$ cat config.mk
export PLATFORM = sky130hd
export DESIGN_NAME = polled_serial_rx
export DESIGN_NICKNAME = d
export VERILOG_FILES = /design/src/rtl/psr_pkg.sv /design/src/rtl/psr_front.sv /design/src/rtl/psr_timer.sv /design/src/rtl/psr_shift.sv /design/src/rtl/polled_serial_rx.sv
export SDC_FILE = /design/constraint.sdc
export NUM_CORES = 1
export LEC_CHECK = 0
export BUFFER_PORTS_ARGS = -buffer_cell sky130_fd_sc_hd__buf_2
export CORE_UTILIZATION = 60
export DETAILED_ROUTE_END_ITERATION = 10
export HOLD_SLACK_MARGIN = 0.03
export PLACE_DENSITY = 0.92
export SYNTH_ARGS = -nofsm -noshare
export SYNTH_HDL_FRONTEND = slang
export SYNTH_HIERARCHICAL = 1
export SYNTH_SLANG_ARGS = --single-unit
$ cat constraint.sdc
create_clock -name clk -period 3.3 [get_ports clk]
set_input_delay 0.33 -clock clk [delete_from_list [all_inputs] [get_ports clk]]
set_output_delay 0.33 -clock clk [all_outputs]
set_load 0.1 [all_outputs]
$ cat src/rtl/psr_pkg.sv
package psr_pkg;

  typedef enum logic [1:0] {
    ST_IDLE = 2'd0,
    ST_RUN  = 2'd1,
    ST_HOLD = 2'd2
  } rx_state_e;

  // Line level: any masked port bit set reads as a high line.
  function automatic logic line_level(input logic [15:0] port, input logic [15:0] mask);
    return |(port & mask);
  endfunction

  // Reload value for a countdown that expires after 'cycles' edges.
  function automatic int unsigned reload_of(input int unsigned cycles);
    return cycles - 1;
  endfunction

endpackage

$ cat src/rtl/psr_front.sv
module psr_front #(
  parameter int unsigned PORT_W = 8,
  parameter logic [PORT_W-1:0] MASK = 8'h16
) (
  input  logic              clk,
  input  logic              rst_n,
  input  logic [PORT_W-1:0] port_i,
  output logic              line_o,
  output logic              fall_o
);
  import psr_pkg::*;

  logic [PORT_W-1:0] port_q;
  logic              line_d;

  always_ff @(posedge clk) begin
    if (!rst_n) begin
      port_q <= MASK;
      line_d <= 1'b1;
    end else begin
      port_q <= port_i;
      line_d <= line_o;
    end
  end

  assign line_o = line_level(16'(port_q), 16'(MASK));
  assign fall_o = line_d && !line_o;

endmodule

$ cat src/rtl/psr_timer.sv
module psr_timer #(
  parameter int unsigned FIRST_DELAY = 62,
  parameter int unsigned BIT_DELAY   = 47
) (
  input  logic clk,
  input  logic rst_n,
  input  logic active_i,
  input  logic load_first_i,
  input  logic load_bit_i,
  output logic expire_o
);
  import psr_pkg::*;

  localparam int unsigned MAXD = (FIRST_DELAY > BIT_DELAY) ? FIRST_DELAY : BIT_DELAY;
  localparam int unsigned CW   = $clog2(MAXD) + 1;

  logic [CW-1:0] cnt_q;

  always_ff @(posedge clk) begin
    if (!rst_n) begin
      cnt_q <= '0;
    end else if (load_first_i) begin
      cnt_q <= CW'(reload_of(FIRST_DELAY));
    end else if (load_bit_i) begin
      cnt_q <= CW'(reload_of(BIT_DELAY));
    end else if (cnt_q != '0) begin
      cnt_q <= cnt_q - 1'b1;
    end
  end

  assign expire_o = active_i && (cnt_q == '0);

  AST_TIMER_BOUND: assert property (@(posedge clk) disable iff (!rst_n)
    32'(cnt_q) < MAXD);

endmodule

$ cat src/rtl/psr_shift.sv
module psr_shift #(
  parameter int unsigned DATA_BITS = 8
) (
  input  logic                 clk,
  input  logic                 rst_n,
  input  logic                 clear_i,
  input  logic                 shift_i,
  input  logic                 bit_i,
  output logic [DATA_BITS-1:0] data_o,
  output logic                 full_o
);
  localparam int unsigned NW = $clog2(DATA_BITS + 1);

  logic [DATA_BITS-1:0] sr_q;
  logic [NW-1:0]        n_q;

  always_ff @(posedge clk) begin
    if (!rst_n) begin
      sr_q <= '0;
      n_q  <= '0;
    end else if (clear_i) begin
      n_q <= '0;
    end else if (shift_i) begin
      sr_q <= {bit_i, sr_q[DATA_BITS-1:1]};
      n_q  <= n_q + 1'b1;
    end
  end

  assign data_o = sr_q;
  assign full_o = (32'(n_q) == DATA_BITS);

  AST_COUNT_BOUND: assert property (@(posedge clk) disable iff (!rst_n)
    32'(n_q) <= DATA_BITS);

endmodule

$ cat src/rtl/polled_serial_rx.sv
module polled_serial_rx #(
  parameter int unsigned PORT_W      = 8,
  parameter logic [PORT_W-1:0] LINE_MASK = 8'h16,
  parameter int unsigned FIRST_DELAY = 62,
  parameter int unsigned BIT_DELAY   = 47,
  parameter int unsigned DATA_BITS   = 8
) (
  input  logic                 clk,
  input  logic                 rst_n,
  input  logic                 en_i,
  input  logic [PORT_W-1:0]    port_i,
  output logic [DATA_BITS-1:0] rx_data_o,
  output logic                 rx_valid_o,
  output logic                 frame_err_o
);
  import psr_pkg::*;

  rx_state_e            state_q;
  logic                 line, fall, expire, full;
  logic                 start_evt, data_evt, stop_evt;
  logic [DATA_BITS-1:0] shreg;

  psr_front #(.PORT_W(PORT_W), .MASK(LINE_MASK)) u_front (
    .clk(clk), .rst_n(rst_n), .port_i(port_i), .line_o(line), .fall_o(fall)
  );

  assign start_evt = (state_q == ST_IDLE) && en_i && fall;
  assign data_evt  = (state_q == ST_RUN) && en_i && expire && !full;
  assign stop_evt  = (state_q == ST_RUN) && en_i && expire && full;

  psr_timer #(.FIRST_DELAY(FIRST_DELAY), .BIT_DELAY(BIT_DELAY)) u_timer (
    .clk(clk), .rst_n(rst_n), .active_i(state_q == ST_RUN),
    .load_first_i(start_evt), .load_bit_i(data_evt), .expire_o(expire)
  );

  psr_shift #(.DATA_BITS(DATA_BITS)) u_shift (
    .clk(clk), .rst_n(rst_n), .clear_i(start_evt), .shift_i(data_evt),
    .bit_i(line), .data_o(shreg), .full_o(full)
  );

  always_ff @(posedge clk) begin
    if (!rst_n) begin
      state_q     <= ST_IDLE;
      rx_data_o   <= '0;
      rx_valid_o  <= 1'b0;
      frame_err_o <= 1'b0;
    end else begin
      rx_valid_o  <= 1'b0;
      frame_err_o <= 1'b0;
      unique case (state_q)
        ST_IDLE: if (start_evt) state_q <= ST_RUN;
        ST_RUN: begin
          if (!en_i) begin
            state_q <= ST_IDLE;
          end else if (stop_evt) begin
            if (line) begin
              rx_data_o  <= shreg;
              rx_valid_o <= 1'b1;
              state_q    <= ST_IDLE;
            end else begin
              frame_err_o <= 1'b1;
              state_q     <= ST_HOLD;
            end
          end
        end
        ST_HOLD: if (!en_i || line) state_q <= ST_IDLE;
        default: state_q <= ST_IDLE;
      endcase
    end
  end

  AST_VALID_PULSE: assert property (@(posedge clk) disable iff (!rst_n)
    rx_valid_o |=> !rx_valid_o);
  AST_ERR_EXCLUSIVE: assert property (@(posedge clk) disable iff (!rst_n)
    !(rx_valid_o && frame_err_o));
  AST_HOLD_WAITS_HIGH: assert property (@(posedge clk) disable iff (!rst_n)
    (state_q == ST_HOLD && !line) |=> state_q != ST_RUN);
  AST_START_ARMS: assert property (@(posedge clk) disable iff (!rst_n)
    (state_q == ST_IDLE && en_i && fall) |=> state_q == ST_RUN);
  AST_RUN_KEEPS_SCHEDULE: assert property (@(posedge clk) disable iff (!rst_n)
    (state_q == ST_RUN && en_i && !expire) |=> state_q == ST_RUN);
  AST_DISABLED_QUIET: assert property (@(posedge clk) disable iff (!rst_n)
    !en_i |=> (!rx_valid_o && !frame_err_o));

endmodule

==> results.cfg <==
[yosys]
async_reset_ff_frac = 0
avgSynthCellArea_um2 = 9.83
ys_seq_elements = 35
syn_inst = 156
synth_xor_area_frac = 0.0228
yosysMostFrequentCell = dfxtp_1
synthTopCellsByCount = 35 x dfxtp_1, 21 x nand2_1, 17 x mux2i_1, 9 x nor2_1, 9 x nor2b_1
ys_warn_count = 6
ys_seq_area_frac = 0.457
synth.mux.area_fraction = 0.111
synthAdderAreaFrac = 0.0326
synth_ff_type = dfxtp_1
synth_compound_area_frac = 0.0693
yosys-top-cells-area = dfxtp_1 46%, mux2i_1 11%, nand2_1 5.1%, nor2b_1 3.7%, ha_1 3.3%
synth_edf_count = 0
synth_top_cell_by_area = dfxtp_1
synth_top_area_share = 0.457
synth_area_um2 = 1530
synth_top_family_by_area = simple AND/OR/NAND/NOR gates
ys_types = 44
synthesis.nets = 171
synthSimpleGateAreaFrac = 0.267

[worst_setup_path]
cp.required_ns = 3.53
start_kind = flop
r2r_end = u_shift/data_o[7]
cp_max_fo = 11
rrSetupSlack_ns = 0.67
r2r.worst_path.cells = 8
path_class = flop to flop
r2r-start = u_timer/cnt_q[0]
endpoint_kind = flop
arrival_ns = 2.86

[pwr]
total_power_mw = 0.982
p_leak_nw = 0.636
ir_drop_mv = 0.486
power_density_nw_per_um2 = 589

[min_path]
hold_path.class = input port to flop
hold_depth = 2
hold_start = port_i[4]
worstHoldEndpoint = u_front/port_q[4]

[route]
routed_wl_um = 2770
first_iter_violations = 27
firstDrtPassIters = 4
vias = 1146
drc = 0
vias_per_cell = 5.65
ant_nets = 0
wl_per_cell_um = 13.7

[global_routing]
antenna_found_initial = 0
busiest_layer = met2
use_met1 = 0.261
gr-usage-met2 = 0.386
grt-ovfl-total = 0
grt_pass1_vias = 1086
grt_usage = 0.235
grt_max_degree = 38
grtUsageMet3 = 0.0638
grt_pass1_wl_um = 4590

[placement]
dp_hpwl_um = 1890
place_congestion = 0.850
numPortBuffers = 15

[cts]
postCtsSetupRepairBufs = 0
clkLatencyLatePin_ns = 0.34
cts_inserted_buffers = 5
cts_root_buf = clkbuf_4
clk_pin_slew_worst_paths_ns = 0.10
cts_tree = yes
ctsHoldBuffers = 0
post_cts_resized = 0
cts_buffer_depth = 2
cts.sinks = 35
cts_max_level = 2

[floorplanning]
start_util = 0.662
fp.dieArea_um2 = 2760
die_w_um = 52.6
io_pins = 21
fp.dieH_um = 52.6
num_rows = 17
coreArea_um2 = 2320

[layout]
areaGrowthSynthToFinish_pct = 8.73
drive_above_1_share = 0.166
multiInputGateArea_um2 = 771
regArea_um2 = 701
num-fill-cells = 169
layout.nets = 190
antennaDiodeCount = 0

[sta]
tightest_slew_ns = 0.560
rsz0062_at_grt = no
hold_violations = 0
fmax_ghz = 0.381
max-slew-margin-rel = 0.627
min_period_ns = 2.63
skew_ns = 0.00640
fin_crit_sh = 0.796
drv_slew = 0
setup_viol = 0
fin_setup_tns_ns = 0

[job]
maxCapViolCount = 0

[status]
status = finished, final reports clean
-- registers in the layout, indices dropped and copies added, names as in the netlist --
name	flops
frame_err_o	1
rx_data_o	8
rx_valid_o	1
state_q	2
u_front/line_d	1
u_front/port_q	3
u_shift/data_o	8
u_shift/n_q	4
u_timer/cnt_q	7
-- critical path: stages (launching register included) --
cell	delay [ns]
dfxtp_1	0.36
inv_1	0.11
ha_1	0.18
nor2b_1	0.34
and3_1	0.28
and4b_1	0.45
and2b_1	0.48
mux2i_1	0.26
nor2b_1	0.06
-- cell type report --
| cell class | instances | area share |
|---|---|---|
| clock buffer | 6 | 0.0308 |
| clock inverter | 1 | 0.00300 |
| inverter | 6 | 0.0135 |
| multi-input combinational | 111 | 0.462 |
| sequential | 35 | 0.420 |
| tap | 28 | 0.0210 |
| timing repair buffer | 16 | 0.0495 |
-- power breakdown --
part           switching (mW)  internal [mW]  total, mW
logic                   0.130          0.122      0.252
clock network           0.131         0.0985      0.230
registers              0.0407          0.460      0.500
total                   0.302          0.681      0.982
-- cells by family after synthesis --
| group | after synthesis |
|---|---|
| muxes | 17 |
| AOI/OAI and AO/OA | 16 |
| buffers and inverters | 10 |
| DFF | 35 |
| adders and majority gates | 4 |
| and+or+nand+nor | 70 |
| xor gates and xnor gates | 4 |
-- layout by cell type, fill, tap and decap left out, types with 4 or more instances in the layout --
| cell type | n |
|---|---|
| dfxtp_1 | 35 |
| nand2_1 | 21 |
| mux2i_1 | 17 |
| buf_2 | 15 |
| nor2_1 | 9 |
| nor2b_1 | 9 |
| nand2b_1 | 7 |
| inv_1 | 6 |
| clkbuf_4 | 5 |
| a21oi_1 | 4 |
| ha_1 | 4 |
-- worst max path at each step --
stage / to / from / depth (start not counted)
global route: u_shift/data_o[1] / u_timer/cnt_q[0] / 8
CTS: u_shift/data_o[7] / u_timer/cnt_q[0] / 8
detailed placement: u_shift/data_o[4] / u_timer/cnt_q[0] / 8
finish: u_shift/data_o[7] / u_timer/cnt_q[0] / 8
floorplan: u_shift/data_o[7] / u_timer/cnt_q[2] / 7
global placement: u_shift/data_o[0] / u_timer/cnt_q[0] / 8
-- layer usage --
layer  share of wire  vias to the layer above
met5               0                        -
met2            0.50                       21
li1                -                      581
met1            0.45                      535
met3           0.030                        9
met4           0.024                        0
-- through the flow --
step | area (um^2) | setup slack, ns | hold WS, ns | instances | utilization
floorplan | 1530 | 1.24 | 0.403 | 156 | -
global placement | 1610 | 0.842 | 0.439 | 196 | 0.695
detailed placement | 1610 | 0.737 | 0.445 | 196 | 0.695
CTS | 1670 | 0.673 | 0.157 | 203 | 0.719
global route | 1670 | 0.500 | 0.173 | 203 | 0.719
finish | 1670 | 0.674 | 0.170 | 203 | 0.719
(Power assumes the default switching activity.)
